## src/rtl/ccgen_pkg.sv

```systemverilog
package ccgen_pkg;
    localparam int RES_W  = 36;
    localparam int FLAG_W = 4;
    localparam int TAP_N  = 3;

    localparam int FLG_C = 0;
    localparam int FLG_V = 1;
    localparam int FLG_Z = 2;
    localparam int FLG_N = 3;

    typedef enum logic [1:0] {
        SZ_16 = 2'd0,
        SZ_20 = 2'd1,
        SZ_32 = 2'd2,
        SZ_36 = 2'd3
    } res_size_e;

    typedef enum logic [1:0] {
        TAP_B15 = 2'd0,
        TAP_B31 = 2'd1,
        TAP_B35 = 2'd2
    } tap_e;
endpackage

```

## src/rtl/ccgen_zero.sv

```systemverilog
module ccgen_zero
    import ccgen_pkg::*;
(
    input  logic [RES_W-1:0] result,
    input  res_size_e        size,
    input  logic             dst16,
    input  logic             mode_cc,
    output logic             zero
);
    localparam logic [RES_W-1:0] M_LO16 = RES_W'(36'h0_0000_FFFF);
    localparam logic [RES_W-1:0] M_HI16 = RES_W'(36'h0_FFFF_0000);
    localparam logic [RES_W-1:0] M_W32  = RES_W'(36'h0_FFFF_FFFF);
    localparam logic [RES_W-1:0] M_W36  = {RES_W{1'b1}};
    localparam logic [RES_W-1:0] M_W20  = RES_W'(36'hF_FFFF_0000);

    logic [RES_W-1:0] mask;

    always_comb begin
        unique case (size)
            SZ_36:   mask = mode_cc ? M_W32  : M_W36;
            SZ_32:   mask = dst16   ? M_LO16 : M_W32;
            SZ_20:   mask = mode_cc ? M_HI16 : M_W20;
            default: mask = dst16   ? M_LO16 : M_HI16;
        endcase
        zero = ~|(result & mask);
    end
endmodule

```

## src/rtl/ccgen_arith.sv

```systemverilog
module ccgen_arith
    import ccgen_pkg::*;
(
    input  logic [RES_W-1:0] result,
    input  logic [TAP_N-1:0] carry_into,
    input  logic [TAP_N-1:0] carry_out,
    input  logic             is_sub,
    input  res_size_e        size,
    input  logic             dst16,
    input  logic             mode_cc,
    input  logic             mode_sa,
    input  logic             sat_hit,
    input  logic             op_impy,
    output logic             ovf,
    output logic             cry
);
    tap_e v_tap;
    tap_e c_tap;
    logic impy_wide;

    always_comb begin
        unique case (size)
            SZ_36, SZ_20: v_tap = mode_cc ? TAP_B31 : TAP_B35;
            SZ_32:        v_tap = TAP_B31;
            default:      v_tap = dst16 ? TAP_B15 : TAP_B31;
        endcase
        unique case (size)
            SZ_36, SZ_20: c_tap = TAP_B35;
            SZ_32:        c_tap = TAP_B31;
            default:      c_tap = TAP_B15;
        endcase
    end

    // product fits in 16 bits only if bits 31..15 are a sign extension
    assign impy_wide = ~((&result[31:15]) | ~(|result[31:15]));

    always_comb begin
        if (op_impy)
            ovf = impy_wide;
        else if (mode_sa && sat_hit)
            ovf = 1'b1;
        else
            ovf = carry_into[v_tap] ^ carry_out[v_tap];
        cry = carry_out[c_tap] ^ is_sub;
    end
endmodule

```

## src/rtl/ccgen_sign.sv

```systemverilog
module ccgen_sign
    import ccgen_pkg::*;
(
    input  logic [RES_W-1:0] result,
    input  res_size_e        size,
    input  logic             dst16,
    input  logic             mode_cc,
    input  logic             op_asll,
    output logic             neg
);
    logic raw;

    always_comb begin
        if (dst16)
            raw = result[15];
        else if (size == SZ_32 || size == SZ_16)
            raw = result[31];
        else
            raw = mode_cc ? result[31] : result[35];
        neg = raw & ~(op_asll & mode_cc);
    end
endmodule

```

## src/rtl/ccgen_top.sv

```systemverilog
module ccgen_top
    import ccgen_pkg::*;
(
    input  logic              clk,
    input  logic              rst,
    input  logic              upd_en,
    input  logic [35:0]       result,
    input  logic [2:0]        carry_into,
    input  logic [2:0]        carry_out,
    input  logic              is_sub,
    input  logic [1:0]        res_size,
    input  logic              dst16,
    input  logic              sat_hit,
    input  logic              op_impy,
    input  logic              op_asll,
    input  logic              mode_cc,
    input  logic              mode_sa,
    output logic [3:0]        flags
);
    res_size_e         size;
    logic              z_d, v_d, c_d, n_d;
    logic [FLAG_W-1:0] flags_d;
    logic [FLAG_W-1:0] flags_q;

    assign size = res_size_e'(res_size);

    ccgen_zero u_zero (
        .result (result), .size (size), .dst16 (dst16),
        .mode_cc (mode_cc), .zero (z_d)
    );

    ccgen_arith u_arith (
        .result (result), .carry_into (carry_into), .carry_out (carry_out),
        .is_sub (is_sub), .size (size), .dst16 (dst16), .mode_cc (mode_cc),
        .mode_sa (mode_sa), .sat_hit (sat_hit), .op_impy (op_impy),
        .ovf (v_d), .cry (c_d)
    );

    ccgen_sign u_sign (
        .result (result), .size (size), .dst16 (dst16),
        .mode_cc (mode_cc), .op_asll (op_asll), .neg (n_d)
    );

    always_comb begin
        flags_d        = '0;
        flags_d[FLG_C] = c_d;
        flags_d[FLG_V] = v_d;
        flags_d[FLG_Z] = z_d;
        flags_d[FLG_N] = n_d;
    end

    always_ff @(posedge clk) begin
        if (rst)
            flags_q <= '0;
        else if (upd_en)
            flags_q <= flags_d;
    end

    assign flags = flags_q;

    p_reset_clear_r1: assert property (@(posedge clk)
        rst |=> flags_q == '0);

    p_hold_idle_r2: assert property (@(posedge clk) disable iff (rst)
        !upd_en |=> $stable(flags_q));

    p_zero_full_r3: assert property (@(posedge clk) disable iff (rst)
        (upd_en && res_size == 2'd3 && !mode_cc && result == '0) |=> flags_q[FLG_Z]);

    p_sat_overflow_r6: assert property (@(posedge clk) disable iff (rst)
        (upd_en && mode_sa && sat_hit && !op_impy) |=> flags_q[FLG_V]);

    p_impy_fits_r7: assert property (@(posedge clk) disable iff (rst)
        (upd_en && op_impy && result[31:15] == '0) |=> !flags_q[FLG_V]);

    p_asll_neg_r10: assert property (@(posedge clk) disable iff (rst)
        (upd_en && op_asll && mode_cc) |=> !flags_q[FLG_N]);
endmodule

```

## config.mk

```make
export PLATFORM = sky130hd
export DESIGN_NAME = ccgen_top
export DESIGN_NICKNAME = d
export VERILOG_FILES = /design/src/rtl/ccgen_pkg.sv /design/src/rtl/ccgen_zero.sv /design/src/rtl/ccgen_arith.sv /design/src/rtl/ccgen_sign.sv /design/src/rtl/ccgen_top.sv
export SDC_FILE = /design/constraint.sdc
export NUM_CORES = 1
export LEC_CHECK = 0
export ABC_AREA = 1
export BUFFER_PORTS_ARGS = -buffer_cell sky130_fd_sc_hd__buf_2
export CAP_MARGIN = 15
export CORE_MARGIN = 8
export CORE_UTILIZATION = 36
export DETAILED_ROUTE_END_ITERATION = 8
export GPL_TIMING_DRIVEN = 0
export PLACE_DENSITY_LB_ADDON = 0.12
export SETUP_SLACK_MARGIN = 0.4
export SKIP_CTS_REPAIR_TIMING = 1
export SLEW_MARGIN = 5
export SYNTH_ARGS = -nofsm -noshare
export SYNTH_HDL_FRONTEND = slang
export SYNTH_HIERARCHICAL = 1
export SYNTH_SLANG_ARGS = --single-unit
```

## constraint.sdc

```tcl
create_clock -name clk -period 1.5 [get_ports clk]
set_input_delay 0.15 -clock clk [delete_from_list [all_inputs] [get_ports clk]]
set_output_delay 0.15 -clock clk [all_outputs]
set_load 0.01 [all_outputs]
```

Yosys cells after proc, flatten, opt, wreduce, memory -nomap -nowiden. Index checks and enable logic that the tools add are counted.

Magnitude comparators: 2. Bitwise logic cells: 9. Equality and inequality tests: 3. Mux-type cells: 20. Divide/modulo/power cells: 0. Reduce and logical (&&, ||, !) cells: 8. Shifts and indexed selects: 0. $add $sub $neg: 0. Multiply operators: 0.

Operator list (number): case mux 36 bit (3 select lines) (1); two-way mux 36 bit (2); two-way mux 32 bit (2); AND 36 bit (1); OR reduction 36 bit (1); AND reduction 17 bit (1); OR reduction 17 bit (1); two-way mux 1 bit (9); case mux 2 bit (2 select lines) (2); binary-select mux 1 bit (select 2 bit) (3); < comparator 2 x 3 -> 1 bit (second input constant) (2); equality test 2 bit (second input constant) (2); inverter 1 bit (3); AND 1 bit (2); equality test 2 x 1 -> 1 bit (second input constant) (1); logical NOT 2 bit (1); two-way mux 2 bit (1); OR reduction 2 bit (1); XOR 1 bit (2); logical AND 1 bit (1); logical NOT 1 bit (1); logical OR 1 bit (1); OR 1 bit (1).

Memories: 0. Logic and storage cells: 43. Bits in latches: 0. Bits in writable memories: 0. Input bits: 54. Memory bits (read-only): 0. Output and inout bits: 4. Register bits after elaboration: 4.

Depth between registers and ports, before layout. Gate-level depths: netlist (run 1).

Depth after elaboration: 8. Gate-level depth with buffers: 14. Mapped depth without buffers: 14.

Modules after synthesis. Netlist (run 1), hierarchy kept.

By module, submodules not included: ccgen_arith (area each 242.7 um^2, instances 1, sequential area each 0.0 um^2, cells an instance 54); ccgen_top (area each 172.7 um^2, instances 1, sequential area each 80.1 um^2, cells an instance 26); ccgen_zero (area each 163.9 um^2, instances 1, sequential area each 0.0 um^2, cells an instance 42); ccgen_sign (area each 41.3 um^2, instances 1, sequential area each 0.0 um^2, cells an instance 10).

Worst setup path before layout (run 1). No wires, ideal clock.

Path kind: input -> register. From: input result[24]. To: register flags_q[1], in the netlist flags[1]. Stages: 9. Path buffers: 0. Data required time: 1.386 ns. Setup slack: 0.419 ns. Arrival: 0.967 ns. Setup time: 0.114 ns. Cells stage by stage: or2_2 nor3_1 nand3_1 nand3_1 nand2_1 inv_1 nand2_1 nand2_1 nor2_2.

Word-level cells in the longest chain between the ends: 5.

RTL lines: start, declared (line ccgen_top.sv:7) `input logic [35:0] result,`; OR reduction 17 bit (line ccgen_arith.sv:35) `assign impy_wide = ~((&result[31:15]) | ~(|result[31:15]));`; inverter 1 bit (line ccgen_arith.sv:35); OR 1 bit (*) (line ccgen_arith.sv:35); inverter 1 bit (*) (line ccgen_arith.sv:35); two-way mux 1 bit (*) (line ccgen_arith.sv:38) `if (op_impy)`; via v_d (line ccgen_top.sv:21) `logic z_d, v_d, c_d, n_d;`; end signal, assigned (line ccgen_top.sv:56) `flags_q <= flags_d;`; end, declared (line ccgen_top.sv:23) `logic [FLAG_W-1:0] flags_q;`.

The timed path passes the listed nets; every way through them passes the cells marked *. A chain may end at the register's enable or synchronous reset.

Final worst setup path (run 1). Ends and elaborated chain as after synthesis.

==> results.sh, run 1 <==
export IMPL_hold_class="in2reg"
export IMPL_vias=956
export IMPL_via_per_inst=4.57
export IMPL_p_leak_nw=0.600
export IMPL_path_buf_inv=2
export IMPL_first_pass_iters=4
export IMPL_crit_path_max_fanout=3
export IMPL_path_clk_slew_ns=0.04
export IMPL_tightest_slew_ns=0.199
export IMPL_ctsRootBufferMaster="clkbuf_4"
export IMPL_die_y_um=57.5
export IMPL_first_global_vias=902
export IMPL_row_count=15
export IMPL_cp_startpoint="result[24]"
export IMPL_cts_tree="yes"
export IMPL_clk_path_buf_depth=2
export IMPL_yosysSeqAreaShare=0.129
export IMPL_drv_cap=0
export IMPL_startpoint_type="input pin"
export IMPL_drive_gt1_frac=0.385
export IMPL_fin_crit_sh=0.715
export IMPL_die_w_um=57.5
export IMPL_finalPower_w=0.000466
export IMPL_end_kind="flip-flop"
export IMPL_cts_sinks=4
export IMPL_synth_area_per_cell_um2=4.70
export IMPL_wirelength_mm=2.13
export IMPL_ant_nets=0
export IMPL_start_util=0.372
export IMPL_crit_top_cell="nand2_1"
export IMPL_routabilityCongestion=0.767
export IMPL_io_pin_count=58
export IMPL_hp_start="upd_en"
export IMPL_drc=0
export IMPL_drt_iter0_markers=19
export IMPL_period_needed_ns=1.07
export IMPL_most_common_layout_cells="54 x buf_2, 39 x nand2_1, 35 x nor2_1"
export IMPL_vdd_drop_max_uv=218
export IMPL_status="completed"
export IMPL_postSynthCellCount=132
export IMPL_grt_overflow=0
export IMPL_worstPathArrival_ns=1.20
export IMPL_report_final_setup_viol=0
export IMPL_hold_viol_final=0
export IMPL_final_common_cell="buf_2"
export IMPL_grt_max_degree=9
export IMPL_path_delay_family="simple AND/OR/NAND/NOR gates"
export IMPL_slew_headroom=0.867
export IMPL_grt_usage=0.126
export IMPL_hpwlAfterDp_mm=1.80
export IMPL_cp_required_ns=1.63
export IMPL_synth_seq_cells=4
export IMPL_cp_slowest_cell="or2_2"
export IMPL_worstReg2RegStart="flags[1]"
export IMPL_power_density_mw_per_mm2=468
export IMPL_grt_pass1_wl_mm=3.44
export IMPL_fillerInstances=186
export IMPL_rsz0062_at_grt="true"
export IMPL_largest_reg_flops=4
export IMPL_slew_viol_final=0
export IMPL_tns_ns=0
export IMPL_io_buffers=56
export IMPL_wl_per_cell_um=10.2
export IMPL_path_class="in2reg"
export IMPL_area_growth_pct=60.5
export IMPL_numCtsBuffers=3
export IMPL_nets=248
export IMPL_ys_types=15
export IMPL_n_antenna_cell=0
export IMPL_antenna_found_initial=0
export IMPL_maxClockFrequency_mhz=932
export IMPL_crit_chain="buf_2 -> or2_2 -> nor3_1 -> nand3_1 -> nand3_1 -> nand2_1 -> inv_1 -> nand2_1 -> nand2_1 -> nor2_2"
export IMPL_coreArea_mm2=0.00167
export IMPL_htree_levels=1
export IMPL_fin_skew_ns=0
export IMPL_synth_warnings=6
export IMPL_syn_nets=186
export IMPL_clock_latency_ns=0.24
export IMPL_cp_slowest_stage_delay_ns=0.28
export IMPL_design_die_area_mm2=0.00331
export IMPL_netlist_area_um2=621
-- worst min-delay path, delay by kind of cell --
| family | cells | cell delay, ns |
|---|---|---|
| AND/OR/NAND/NOR | 2 | 0.12 |
| buffers and inverters | 1 | 0.10 |
-- per-stage QoR --
stage	setup slack (ns)	std cells	util	instance area [um^2]	hold WS, ns
after global placement	0.180	205	0.552	922	0.409
after detailed placement	0.157	205	0.552	922	0.415
after floorplan	0.419	132	-	621	0.302
after CTS	0.380	208	0.566	945	0.167
final	0.427	209	0.596	996	0.170
after global routing	0.298	209	0.596	996	0.198
-- metal layers --
metal,vias to the layer above,part of all wire,global-route usage
li1,524,-,-
met1,397,0.37,0.131
met2,30,0.56,0.235
met3,5,0.055,0.0291
met4,0,0.015,0.0536
met5,-,0,0
-- cell usage after synthesis, drive strengths merged --
library cell  instances  area (um^2)
nor2                 39          151
nand4                 3         18.8
nand3                14         70.1
dfxtp                 4         80.1
nand2                42          158
a21oi                 2         10.0
xor2                  1         8.76
buf                   1         11.3
nor3                  4         20.0
inv                  18         67.6
or2                   4         25.0
-- report_power, final --
part | internal (W) | switching [W]
Sequential | 0.000115 | 0.00000336
Combinational | 0.000108 | 0.000105
Clock | 0.0000896 | 0.0000458
-- logic make-up (layout without fill, tap and decap cells) --
family,Yosys count,count (layout),synth area share
XOR/XNOR,1,1,0.0141
AO/OA/AOI/OAI,2,2,0.0161
buffers and inverters,19,79,0.127
AND/OR/NAND/NOR,106,106,0.714
flip-flops,4,4,0.129
-- final timing paths --
kind,slack [ns],depth (start not counted),to
setup / recovery,0.43,10,flags[1]
hold reg to reg,0.46,2,flags[0]
setup reg to reg,0.91,2,flags[1]
hold / removal,0.17,3,flags[0]
-- cell type report --
| type | count | area [um^2] | share of cell area |
|---|---|---|---|
| clock buffer | 3 | 22.5 | 0.0226 |
| inverter | 18 | 67.6 | 0.0678 |
| multi-input combinational | 109 | 484 | 0.486 |
| tap | 17 | 21.3 | 0.0214 |
| sequential | 4 | 80.1 | 0.0804 |
| buffer | 1 | 11.3 | 0.0113 |
| timing repair buffer | 57 | 309 | 0.310 |
(Power assumes the default switching activity.)
==> run 2, diff against run 1 <==
--- a/config.mk
+++ b/config.mk
@@ -5,11 +5,11 @@
 export SDC_FILE = /design/constraint.sdc
 export NUM_CORES = 1
 export LEC_CHECK = 0
-export ABC_AREA = 1
+export ABC_AREA = 0
 export BUFFER_PORTS_ARGS = -buffer_cell sky130_fd_sc_hd__buf_2
 export CAP_MARGIN = 15
 export CORE_MARGIN = 8
-export CORE_UTILIZATION = 36
+export CORE_UTILIZATION = 33
 export DETAILED_ROUTE_END_ITERATION = 8
 export GPL_TIMING_DRIVEN = 0
 export PLACE_DENSITY_LB_ADDON = 0.12
==> constraint.sdc (replaced) <==
create_clock -name clk -period 1.1 [get_ports clk]
set_input_delay 0.11 -clock clk [delete_from_list [all_inputs] [get_ports clk]]
set_output_delay 0.11 -clock clk [all_outputs]
set_load 0.01 [all_outputs]
==> run 2 against run 1 <==
Effect of this change: largest cell class unchanged; critical path type unchanged; critical path depth decreased by 2; area after synthesis fell by 15%; sequential share of layout area up 0.081 points; setup slack lost 0.49 ns; non-clock buffer count decreased by 1; register-to-register slack got worse by 0.41 ns; global-route usage down 1.5 points; flip-flop and latch count unchanged; power is 38% higher; the run now ends with setup timing left; utilization grew 8.9 points; critical endpoint unchanged; clock-buffer cell count unchanged.
==> results.sh, run 2 <==
export IMPL_hold_class="in2reg"
export IMPL_antenna_found_initial=0
export IMPL_worstReg2RegStart="flags[3]"
export IMPL_nets=182
export IMPL_design_die_area_mm2=0.00313
export IMPL_synth_area_leader_cell="dfxtp_1"
export IMPL_final_cells=142
export IMPL_timing_final_ws_setup_ns=-0.0598
export IMPL_startpoint_type="input pin"
export IMPL_io_pin_count=58
export IMPL_synth_most_common_cell="nor4_1"
export IMPL_p_int_w=0.000447
export IMPL_whs_endpoint="flags[3]"
export IMPL_tightest_slew_ns=0.293
export IMPL_row_count=14
export IMPL_grtUsageMet1=0.0988
export IMPL_end_kind="flip-flop"
export IMPL_die_w_um=56.0
export IMPL_vias=767
export IMPL_cp_slowest_cell="or3_1"
export IMPL_grt_overflow=0
export IMPL_clk_path_buf_depth=2
export IMPL_synth_edff_count=0
export IMPL_pre_cts_ws_ns=-0.349
export IMPL_first_global_vias=755
export IMPL_wirelength_mm=2.08
export IMPL_p_leak_nw=0.458
export IMPL_vdd_drop_max_uv=629
export IMPL_drive_gt1_frac=0.619
export IMPL_cp_slowest_stage_delay_ns=0.36
export IMPL_grt_util_met2=0.216
export IMPL_hp_start="rst"
export IMPL_fin_skew_ns=0
export IMPL_ctsRootBufferMaster="clkbuf_4"
export IMPL_netlist_area_um2=527
export IMPL_maxClockFrequency_mhz=862
export IMPL_switching_power_w=0.000197
export IMPL_grt_usage=0.112
export IMPL_wl_per_cell_um=14.7
export IMPL_cts_tree="yes"
export IMPL_cp_required_ns=1.22
export IMPL_synth_top_area_frac=0.152
export IMPL_path_clk_slew_ns=0.04
export IMPL_via_per_inst=5.40
export IMPL_synth_area_top_cells="dfxtp_1 15%, mux2i_1 11%, nor4_1 11%"
export IMPL_swShare=0.306
export IMPL_synth_warnings=6
export IMPL_status="complete, but fails checks"
export IMPL_first_pass_iters=3
export IMPL_htree_levels=1
export IMPL_grt_max_degree=11
export IMPL_reg2regPathDepth=2
export IMPL_most_common_layout_cells="44 x buf_2, 10 x buf_6, 7 x nand4_1"
export IMPL_synth_area_per_cell_um2=7.86
export IMPL_synth_seq_cells=4
export IMPL_crit_chain="buf_2 -> and3b_1 -> a211oi_2 -> or3_1 -> a31oi_2 -> a311oi_2 -> mux2i_1 -> nor2_1"
export IMPL_synthArstFlopShare=0
export IMPL_r2r_slack_ns=0.50
export IMPL_path_class="in2reg"
export IMPL_report_final_setup_viol=1
export IMPL_yosysSeqAreaShare=0.152
export IMPL_grt_busiest_layer="met2"
export IMPL_fin_crit_sh=1.05
export IMPL_ys_top_cells_by_count="9 x nor4_1, 7 x nand4_1, 6 x mux2i_1, 6 x nor2_1, 5 x nand2b_1"
export IMPL_final_util=0.685
export IMPL_use_met3=0.0388
export IMPL_rsz0062_at_grt="true"
export IMPL_drv_cap=0
export IMPL_syn_nets=121
export IMPL_clock_power_share=0.273
export IMPL_whs_path_depth=2
export IMPL_period_needed_ns=1.16
export IMPL_drc=0
export IMPL_reg2reg_to="flags[3]"
export IMPL_start_util=0.350
export IMPL_postSynthCellCount=67
export IMPL_placed_cells=139
export IMPL_ys_types=27
export IMPL_n_antenna_cell=0
export IMPL_coreArea_mm2=0.00151
export IMPL_slew_headroom=0.803
export IMPL_final_common_cell="buf_2"
export IMPL_crit_path_max_fanout=5
export IMPL_numCtsBuffers=3
export IMPL_seq_power_share=0.252
export IMPL_grt_pass1_wl_mm=2.99
export IMPL_area_growth_pct=96.0
export IMPL_ant_nets=0
export IMPL_drt_iter0_markers=10
export IMPL_io_buffers=56
export IMPL_hpwlAfterDp_mm=1.75
export IMPL_cts_sinks=4
export IMPL_slew_viol_final=0
export IMPL_largest_reg_flops=4
export IMPL_pwr_share_comb=0.475
export IMPL_worstPathArrival_ns=1.28
export IMPL_hold_viol_final=0
export IMPL_violations="setup timing"
export IMPL_clock_latency_ns=0.23
export IMPL_routabilityCongestion=0.771
export IMPL_power_density_mw_per_mm2=624
export IMPL_synth_ff_type="dfxtp_1"
export IMPL_die_y_um=56.0
[run 2: changes by cell type in the layout (fill, tap and decap cells not counted), moves of 4 or more]
cell | before | now
nor4_4 | 0 | 5
inv_1 | 15 | 1
nor4_1 | 0 | 6
nand4_1 | 3 | 7
nand3_1 | 13 | 0
buf_2 | 54 | 44
nand2_1 | 39 | 2
mux2i_1 | 0 | 6
nor2_1 | 35 | 6
buf_6 | 2 | 10
[run 2: power groups by stage]
stage	Combinational [W]	Clock, W	Sequential, W
after global routing	0.000334	0.000184	0.000164
after detailed placement	0.000240	0	0.000162
after floorplan	0.0000859	0	0.000167
after global placement	0.000236	0	0.000162
final	0.000306	0.000176	0.000163
after CTS	0.000241	0.000186	0.000160
[run 2: layer usage]
layer / share of wire / vias up
li1: - / 397
met1: 0.35 / 346
met2: 0.56 / 20
met3: 0.080 / 4
met4: 0.012 / 0
met5: 0 / -
[run 2: worst max-delay path by stage]
stage | startpoint | endpoint | slack [ns]
floorplan | res_size[1] | flags[1] | -0.07
global route | dst16 | flags[1] | -0.12
finish | dst16 | flags[1] | -0.06
CTS | res_size[0] | flags[1] | -0.10
global placement | res_size[0] | flags[1] | -0.33
detailed placement | res_size[0] | flags[1] | -0.35
[run 2: worst max-delay path, delay by kind of cell]
kind | cells | cell delay [ns]
AND/OR/NAND/NOR | 3 | 0.59
buffers and inverters | 1 | 0.14
AO/OA/AOI/OAI | 3 | 0.27
multiplexers | 1 | 0.16
[run 2: through the flow]
step | area, um^2 | setup TNS (ns) | hold WS (ns) | power, W
floorplan | 534 | -0.0708 | 0.177 | 0.000253
global placement | 835 | -0.439 | 0.314 | 0.000397
detailed placement | 835 | -0.453 | 0.314 | 0.000402
CTS | 857 | -0.104 | 0.0649 | 0.000586
finish | 1030 | -0.0598 | 0.0621 | 0.000644
global route | 1030 | -0.117 | 0.0651 | 0.000683
[run 2: layout make-up]
class / instances / area (um^2)
Multi-Input combinational cell: 61 / 534
Fill cell: 136 / 474
Sequential cell: 4 / 83.8
Timing Repair Buffer: 56 / 363
Inverter: 1 / 3.75
Buffer: 1 / 5.00
Tap cell: 16 / 20.0
Clock buffer: 3 / 22.5
[run 2: kinds of logic after synthesis]
kind of cell	count (synthesis)	synth area share
buffers and inverters	2	0.0166
multiplexers	6	0.114
flip-flops	4	0.152
AND/OR/NAND/NOR	43	0.532
XOR/XNOR	1	0.0166
AO/OA/AOI/OAI	11	0.169
==> run 3, diff against run 2 <==
--- a/config.mk
+++ b/config.mk
@@ -6,6 +6,7 @@
 export NUM_CORES = 1
 export LEC_CHECK = 0
 export ABC_AREA = 0
+export ABC_CLOCK_PERIOD_IN_PS = 1100
 export BUFFER_PORTS_ARGS = -buffer_cell sky130_fd_sc_hd__buf_2
 export CAP_MARGIN = 15
 export CORE_MARGIN = 8
@@ -13,7 +14,6 @@
 export DETAILED_ROUTE_END_ITERATION = 8
 export GPL_TIMING_DRIVEN = 0
 export PLACE_DENSITY_LB_ADDON = 0.12
-export SETUP_SLACK_MARGIN = 0.4
 export SKIP_CTS_REPAIR_TIMING = 1
 export SLEW_MARGIN = 5
 export SYNTH_ARGS = -nofsm -noshare
==> run 3 against run 2 <==
Effect of this change: the run still ends with setup timing left; register-to-register slack barely moved; non-clock buffer count is the same; setup slack got worse by 0.0030 ns; sequential power about the same; clock power increased by 2%; clock-buffer cell count unchanged; power fell by 9.0%; combinational power is 20% lower; clock skew unchanged; first-iteration DRC count grew 30%; utilization down 10 points; hold slack gained 0.019 ns.
==> results.sh, run 3 (synthesized netlist as in run 2, its figures left out) <==
export IMPL_most_common_layout_cells="55 x buf_2, 9 x nor4_1, 7 x nand4_1"
export IMPL_power_density_mw_per_mm2=670
export IMPL_hold_viol_final=0
export IMPL_tightest_slew_ns=0.294
export IMPL_die_w_um=56.0
export IMPL_final_common_cell="buf_2"
export IMPL_switching_power_w=0.000178
export IMPL_wl_per_cell_um=13.8
export IMPL_crit_path_max_fanout=6
export IMPL_drv_cap=0
export IMPL_cp_required_ns=1.23
export IMPL_vdd_drop_max_uv=540
export IMPL_fin_crit_sh=1.06
export IMPL_report_final_setup_viol=1
export IMPL_p_leak_nw=0.414
export IMPL_wirelength_mm=1.96
export IMPL_drc=0
export IMPL_rsz0062_at_grt="true"
export IMPL_start_util=0.350
export IMPL_timing_final_ws_setup_ns=-0.0628
export IMPL_grt_max_degree=11
export IMPL_whs_path_depth=2
export IMPL_clk_path_buf_depth=2
export IMPL_drt_iter0_markers=13
export IMPL_io_buffers=56
export IMPL_drive_gt1_frac=0.556
export IMPL_met1_length_um=690
export IMPL_io_pin_count=58
export IMPL_die_y_um=56.0
export IMPL_design_area_um2=875
export IMPL_pre_cts_ws_ns=-0.330
export IMPL_fillerInstances=163
export IMPL_startpoint_type="input pin"
export IMPL_numCtsBuffers=3
export IMPL_via_per_inst=5.30
export IMPL_largest_reg_flops=4
export IMPL_routabilityCongestion=0.780
export IMPL_swShare=0.304
export IMPL_worstPathArrival_ns=1.29
export IMPL_reg2regPathDepth=2
export IMPL_grt_pass1_wl_mm=3.08
export IMPL_area_growth_pct=66.0
export IMPL_end_kind="flip-flop"
export IMPL_cts_sinks=4
export IMPL_cts_tree="yes"
export IMPL_htree_levels=1
export IMPL_slew_headroom=0.802
export IMPL_nets=182
export IMPL_grt_usage=0.114
export IMPL_coreArea_mm2=0.00151
export IMPL_vias=752
export IMPL_seq_power_share=0.273
export IMPL_clock_latency_ns=0.23
export IMPL_hold_class="in2reg"
export IMPL_final_util=0.581
export IMPL_clock_power_share=0.307
export IMPL_first_global_vias=765
export IMPL_antenna_found_initial=0
export IMPL_ctsRootBufferMaster="clkbuf_4"
export IMPL_whs_ns=0.0807
export IMPL_path_clk_slew_ns=0.04
export IMPL_design_die_area_mm2=0.00313
export IMPL_p_int_w=0.000408
export IMPL_period_needed_ns=1.16
export IMPL_path_class="in2reg"
export IMPL_wl_met2_mm=1.03
export IMPL_n_antenna_cell=0
export IMPL_grt_overflow=0
export IMPL_ant_nets=0
export IMPL_dpl_cell_area_um2=827
export IMPL_wl_met3_um=201
export IMPL_violations="setup timing"
export IMPL_row_count=14
export IMPL_slew_viol_final=0
export IMPL_pwr_share_comb=0.420
export IMPL_first_pass_iters=4
export IMPL_fin_skew_ns=0
export IMPL_dr_max_layer_used="met4"
export IMPL_status="complete, but fails checks"
export IMPL_maxClockFrequency_mhz=860
export IMPL_hpwlAfterDp_mm=1.76
## run 3: final cells by class
class / count / area (um^2) / share of cell area
inverters: 1 / 3.75 / 0.00429
clock buffers: 3 / 22.5 / 0.0258
multi-input cells: 61 / 457 / 0.522
plain buffers: 1 / 5.00 / 0.00572
flip-flops and latches: 4 / 80.1 / 0.0916
repair buffers: 56 / 287 / 0.328
well taps: 16 / 20.0 / 0.0229
## run 3: worst max-delay path, cell delays in order
cell,delay [ns]
buf_2,0.14
nand2b_1,0.13
o221ai_1,0.09
or3_1,0.40
a31oi_2,0.16
a311oi_2,0.06
mux2i_1,0.16
nor2_1,0.05
## run 3: power by group through the flow
stage	clock network (W)	logic (W)	registers [W]
6_report	0.000180	0.000246	0.000160
5_1_grt	0.000192	0.000273	0.000161
4_1_cts	0.000190	0.000238	0.000160
3_5_place_dp	0	0.000237	0.000162
3_3_place_gp	0	0.000232	0.000161
2_1_floorplan	0	0.0000832	0.000167
## run 3: final timing paths
check	endpoint	start	slack [ns]
setup / recovery	flags[1]	mode_cc	-0.06
hold / removal	flags[3]	rst	0.08
setup reg to reg	flags[1]	flags[1]	0.51
hold reg to reg	flags[3]	flags[3]	0.49
## run 3: metal layers
layer | up-vias | track usage
met3 | 4 | 0.0548
met5 | - | 0
met4 | 0 | 0.0619
li1 | 396 | -
met1 | 325 | 0.108
met2 | 27 | 0.197
## run 3: per-stage QoR
stage          TNS [ns]  power, W  std cells
2_1_floorplan   -0.0708  0.000250         67
6_report        -0.0628  0.000586        142
3_3_place_gp     -0.448  0.000394        139
5_1_grt          -0.132  0.000625        142
3_5_place_dp     -0.442  0.000399        139
4_1_cts         -0.0883  0.000588        142
